==> config.mk <==
export PLATFORM = sky130hd
export DESIGN_NAME = pdcal_seq
export DESIGN_NICKNAME = d
export VERILOG_FILES = /design/src/rtl/pdcal_pkg.sv /design/src/rtl/pdcal_sync.sv /design/src/rtl/pdcal_cal_timer.sv /design/src/rtl/pdcal_flush.sv /design/src/rtl/pdcal_seq.sv
export SDC_FILE = /design/constraint.sdc
export NUM_CORES = 1
export LEC_CHECK = 0
export ABC_AREA = 1
export ABC_CLOCK_PERIOD_IN_PS = 3000
export BUFFER_PORTS_ARGS = -buffer_cell sky130_fd_sc_hd__buf_2
export CAP_MARGIN = 10
export CORE_MARGIN = 4
export CORE_UTILIZATION = 27
export CTS_CLUSTER_SIZE = 24
export DETAILED_ROUTE_END_ITERATION = 8
export GPL_TIMING_DRIVEN = 0
export HOLD_SLACK_MARGIN = 0.03
export PLACE_DENSITY = 0.47
export SLEW_MARGIN = 5
export SYNTH_ARGS = -nofsm -noshare
export SYNTH_HDL_FRONTEND = slang
export SYNTH_SLANG_ARGS = --single-unit
==> constraint.sdc <==
create_clock -name clk_i -period 3 [get_ports clk_i]
set_input_delay 0.15 -clock clk_i [delete_from_list [all_inputs] [get_ports clk_i]]
set_output_delay 0.15 -clock clk_i [all_outputs]
set_load 0.02 [all_outputs]
==> src/rtl/pdcal_pkg.sv <==
package pdcal_pkg;

    localparam int NUM_CH = 2;

    typedef enum logic [1:0] {
        SEQ_PENDING = 2'd0,
        SEQ_CAL     = 2'd1,
        SEQ_RUN     = 2'd2
    } seq_state_e;

    typedef struct packed {
        logic cal_req;
        logic pd_ch1;
        logic pd_all;
    } ctrl_pins_t;

    localparam int CTRL_W = $bits(ctrl_pins_t);

    // Synchroniser reset value: power-down assumed asserted until seen low.
    localparam ctrl_pins_t CTRL_RST = '{cal_req: 1'b0, pd_ch1: 1'b1, pd_all: 1'b1};

    // Per-channel power-down wish: channel 0 follows full power-down only,
    // channel 1 follows either pin.
    function automatic logic [NUM_CH-1:0] ch_pd_request(input logic pd_all,
                                                        input logic pd_ch1);
        logic [NUM_CH-1:0] r;
        r[0] = pd_all;
        r[1] = pd_all | pd_ch1;
        return r;
    endfunction

endpackage

==> src/rtl/pdcal_sync.sv <==
module pdcal_sync #(
    parameter int               WIDTH   = 3,
    parameter logic [WIDTH-1:0] RST_VAL = '0
) (
    input  logic             clk_i,
    input  logic             rst_i,
    input  logic [WIDTH-1:0] d_i,
    output logic [WIDTH-1:0] q_o
);

    for (genvar b = 0; b < WIDTH; b++) begin : g_bit
        logic meta_q;
        logic stab_q;

        always_ff @(posedge clk_i) begin
            if (rst_i) begin
                meta_q <= RST_VAL[b];
                stab_q <= RST_VAL[b];
            end else begin
                meta_q <= d_i[b];
                stab_q <= meta_q;
            end
        end

        assign q_o[b] = stab_q;
    end

endmodule

==> src/rtl/pdcal_cal_timer.sv <==
module pdcal_cal_timer #(
    parameter int CYCLES = 4096
) (
    input  logic clk_i,
    input  logic rst_i,
    input  logic start_i,
    output logic busy_o,
    output logic done_o
);

    localparam int CW = (CYCLES > 1) ? $clog2(CYCLES) : 1;
    localparam logic [CW-1:0] LOAD = CW'(CYCLES - 1);

    logic          busy_q;
    logic [CW-1:0] cnt_q;

    assign done_o = busy_q && (cnt_q == '0);
    assign busy_o = busy_q;

    always_ff @(posedge clk_i) begin
        if (rst_i) begin
            busy_q <= 1'b0;
            cnt_q  <= '0;
        end else if (start_i) begin
            busy_q <= 1'b1;
            cnt_q  <= LOAD;
        end else if (done_o) begin
            busy_q <= 1'b0;
        end else if (busy_q) begin
            cnt_q  <= cnt_q - 1'b1;
        end
    end

endmodule

==> src/rtl/pdcal_flush.sv <==
module pdcal_flush #(
    parameter int FLUSH_CYCLES = 34
) (
    input  logic clk_i,
    input  logic rst_i,
    input  logic hold_i,
    output logic valid_o
);

    localparam int FW = $clog2(FLUSH_CYCLES + 1);
    localparam logic [FW-1:0] LOAD = FW'(FLUSH_CYCLES);

    logic [FW-1:0] cnt_q;
    logic          vld_q;

    always_ff @(posedge clk_i) begin
        if (rst_i || hold_i) begin
            cnt_q <= LOAD;
            vld_q <= 1'b0;
        end else begin
            if (cnt_q != '0) begin
                cnt_q <= cnt_q - 1'b1;
            end
            if (cnt_q == FW'(1)) begin
                vld_q <= 1'b1;
            end
        end
    end

    assign valid_o = vld_q & ~hold_i;

endmodule

==> src/rtl/pdcal_seq.sv <==
module pdcal_seq
    import pdcal_pkg::*;
#(
    parameter int CAL_CYCLES   = 4096,
    parameter int FLUSH_CYCLES = 34
) (
    input  logic              clk_i,
    input  logic              rst_i,
    input  logic              pd_all_i,
    input  logic              pd_ch1_i,
    input  logic              cal_req_i,
    output logic              cal_start_o,
    output logic              cal_busy_o,
    output logic [NUM_CH-1:0] ch_pwrdn_o,
    output logic [NUM_CH-1:0] out_en_o,
    output logic [NUM_CH-1:0] data_valid_o
);

    ctrl_pins_t        pins_raw;
    ctrl_pins_t        pins_s;
    logic              s_pd_all;
    logic              s_pd_ch1;
    logic              s_cal;
    logic              cal_prev_q;
    logic              cal_rise;
    logic [NUM_CH-1:0] pd_want;
    seq_state_e        state_q;
    seq_state_e        state_d;
    logic              cal_go;
    logic              cal_done;
    logic              busy;
    logic              start_q;
    logic [NUM_CH-1:0] pwrdn_q;

    assign pins_raw = '{cal_req: cal_req_i, pd_ch1: pd_ch1_i, pd_all: pd_all_i};

    pdcal_sync #(
        .WIDTH   (CTRL_W),
        .RST_VAL (CTRL_RST)
    ) u_sync (
        .clk_i (clk_i),
        .rst_i (rst_i),
        .d_i   (pins_raw),
        .q_o   (pins_s)
    );

    assign s_pd_all = pins_s.pd_all;
    assign s_pd_ch1 = pins_s.pd_ch1;
    assign s_cal    = pins_s.cal_req;
    assign cal_rise = s_cal & ~cal_prev_q;
    assign pd_want  = ch_pd_request(s_pd_all, s_pd_ch1);

    // Start decision: power-on calibration once released, later only on a
    // fresh request edge while idle and not fully powered down.
    always_comb begin
        cal_go  = 1'b0;
        state_d = state_q;
        unique case (state_q)
            SEQ_PENDING: begin
                if (!s_pd_all) begin
                    cal_go  = 1'b1;
                    state_d = SEQ_CAL;
                end
            end
            SEQ_CAL: begin
                if (cal_done) state_d = SEQ_RUN;
            end
            SEQ_RUN: begin
                if (cal_rise && !s_pd_all) begin
                    cal_go  = 1'b1;
                    state_d = SEQ_CAL;
                end
            end
            default: state_d = SEQ_PENDING;
        endcase
    end

    always_ff @(posedge clk_i) begin
        if (rst_i) begin
            state_q    <= SEQ_PENDING;
            cal_prev_q <= 1'b0;
            start_q    <= 1'b0;
            pwrdn_q    <= '1;
        end else begin
            state_q    <= state_d;
            cal_prev_q <= s_cal;
            start_q    <= cal_go;
            // Power-down changes are frozen for the length of a calibration.
            if (state_q != SEQ_CAL || cal_done) begin
                pwrdn_q <= pd_want;
            end
        end
    end

    pdcal_cal_timer #(
        .CYCLES (CAL_CYCLES)
    ) u_cal (
        .clk_i   (clk_i),
        .rst_i   (rst_i),
        .start_i (cal_go),
        .busy_o  (busy),
        .done_o  (cal_done)
    );

    for (genvar c = 0; c < NUM_CH; c++) begin : g_ch
        pdcal_flush #(
            .FLUSH_CYCLES (FLUSH_CYCLES)
        ) u_flush (
            .clk_i   (clk_i),
            .rst_i   (rst_i),
            .hold_i  (pwrdn_q[c] | busy),
            .valid_o (data_valid_o[c])
        );
        assign out_en_o[c] = ~pwrdn_q[c];
    end

    assign cal_start_o = start_q;
    assign cal_busy_o  = busy;
    assign ch_pwrdn_o  = pwrdn_q;

endmodule

==> flow_summary_export.csv <==
group,metric,value,unit
floorplan,core_area,6790,um2
timing,final-max-slew-violation-count,0,
timing,worstMarginPinSlew,538,ps
setup_path,cp-startpoint,"u_cal.cnt_q[0]",
floorplan,rows,30,
pwr,power_leakage,0.00102,uW
clocking,cts_setup_buffers,0,
timing,relSlewSlack,0.641,
timing,clock_skew,8.71,ps
place,pre_cts_slack,1460,ps
floorplan,ios,13,
pwr,ir_drop,0.275,mV
yosys,synthCells,265,
cells_and_area,multi_input_area,898,um2
hold_path,hold_class,"in2reg",
timing,max_freq,638,MHz
setup_path,required,3160,ps
yosys,synth-warning-count,0,
floorplan,die_area,8350,um2
route,first_iter_violations,57,
route,via_per_inst,4.28,
yosys,synthTopCellsByCount,"46 x nand2_1, 39 x dfxtp_1, 38 x inv_1",
place,io_buffers,12,
cells_and_area,nets,297,
setup_path,critPathKind,"reg2reg",
hold_path,hold_depth,3,
grt,grt_pass1_wl,6.96,mm
yosys,synth_most_common_cell,"nand2_1",
run_status,status,"complete, no violations",
route,first_pass_iters,4,
clocking,clockBufferDepth,2,
timing,finalCriticalPeriod,1570,ps
pwr,total_power,1340,uW
timing,layout_setup_ws,1430,ps
timing,period_share,0.523,
yosys,seq_area_frac_synth,0.416,
grt,track_usage,0.103,
pwr,power_density,608,nW/um2
cells_and_area,diodes,0,
cells_and_area,register_area,781,um2
floorplan,die_h,91.4,um
clocking,ctsHoldBuffers,2,
yosys,synth_enable_flop_cells,0,
grt,grt_pass1_vias,1538,
setup_path,critPathArrivalTime,1730,ps
timing,setup_tns,0,ps
flow_run,max-cap-violations,0,
timing,hold_viol,0,
floorplan,die_x,91.4,um
cells_and_area,fin_util,0.324,
setup_path,rr_worst_depth,11,
route,antenna_left,0,
yosys,syn_nets,276,
yosys,synth_top_area_frac,0.416,
yosys,ys_ff_latch,39,
place,dp.cells,373,
clocking,cts-resized-gates,0,
cells_and_area,final_cells,383,
route,wire_per_inst,10.4,um
clocking,insertion_delay,300,ps
cells_and_area,nFillCells,762,
setup_path,crit_path_max_fanout,9,
grt,antenna_found_initial,0,
timing,final-setup-viol-count,0,
hold_path,hp-start,"cal_req_i",
clocking,cts.sinks,39,
yosys,synth.distinct_cells,25,
clocking,cts-root-buf,"clkbuf_8",
yosys,syn_area,1880,um2
cells_and_area,area_growth,17.1,%
yosys,synth-main-ff-cell,"dfxtp_1",
cells_and_area,drive_above_1_share,0.143,
clocking,cts_buffers,5,
floorplan,start_util,0.276,
route,drt-total-wl,4.00,mm
yosys,postSynthAreaPerCell,7.09,um2
setup_path,rr_startpoint,"u_cal.cnt_q[0]",
place,place_congestion,0.779,
route,vias,1638,
grt,grt.overflow.total,0,
clocking,clkTransAtPathRegs,80,ps
grt,grt_max_degree,14,
route,drc,0,
setup_path,start_kind,"register",
yosys,synth_area_leaders,"dfxtp_1 42%, nand2_1 9.2%, nand3_1 8.8%",
yosys,async_flop_share,0,
clocking,tritoncts,"built",
timing,rsz0062_at_grt,"no",
setup_path,end_kind,"register",
place,place_hpwl,2.91,mm
clocking,htree_levels,2,
yosys,synth_area_leader_cell,"dfxtp_1",
[placed cells by master (no fill, tap or decap), types with 7 or more instances in the layout]
master / n
inv_1: 38
nor2_1: 29
nand2_1: 46
a21oi_1: 20
dfxtp_1: 39
o21ai_0: 10
or2_2: 7
nand3_1: 33
buf_2: 15
[flip-flops by register name, indices dropped and copies added, names as in the netlist]
register,flops
cal_prev_q,1
g_ch.u_flush.vld_q,2
ch_pwrdn_o,2
u_cal.busy_o,1
cal_start_o,1
state_q,2
u_sync.g_bit.stab_q,3
u_cal.cnt_q,12
u_sync.g_bit.meta_q,3
g_ch.u_flush.cnt_q,12
[layout make-up]
class	count	area share
Multi-Input combinational cell	178	0.408
Sequential cell	39	0.355
Inverter	40	0.0683
Tap cell	96	0.0546
Clock buffer	6	0.0375
Timing Repair Buffer	14	0.0364
Buffer	8	0.0222
Clock inverter	2	0.0176
[power by group]
part           switching, uW  internal, uW  total (uW)
Sequential              27.2           546         573
Clock                    196           274         470
Combinational            181           112         294
[worst max-delay path, stage by stage, from the launching register on]
cell     delay [ps]
dfxtp_1         310
inv_1           140
ha_1            190
inv_1            40
nor2_1          120
inv_1            70
nor2_2           90
nand2_2          70
nand2_2          80
nand2_2         150
nand2_1         110
a21oi_1          60
[worst paths after layout]
path | to | slack [ps]
hold reg to reg | u_sync.g_bit[2].stab_q | 410
setup reg to reg | u_cal.cnt_q[11] | 1430
setup / recovery | u_cal.cnt_q[11] | 1430
hold / removal | u_sync.g_bit[2].meta_q | 60
[metal layers]
layer  wire length, um  vias up  share of wire  global-route usage
li1                  -      886              -                   -
met1              2070      728           0.52               0.133
met2              1730       18           0.43               0.156
met3               117        6          0.029              0.0282
met4                77        0          0.019              0.0477
met5                 0        -              0                   0
[kinds of logic after synthesis]
group | synth area share
compound gates | 0.109
xor+xnor | 0.0187
fa+ha+maj | 0.0400
buf+inv | 0.106
flops | 0.416
simple gates | 0.310
[per-stage QoR]
step | hold slack (ps) | cell area (um2)
6_report | 58.5 | 2200
5_1_grt | 61.9 | 2200
4_1_cts | 49.5 | 2200
3_3_place_gp | 332 | 2060
2_1_floorplan | 234 | 1880
3_5_place_dp | 335 | 2060
Power figures use the tool's default switching activity.
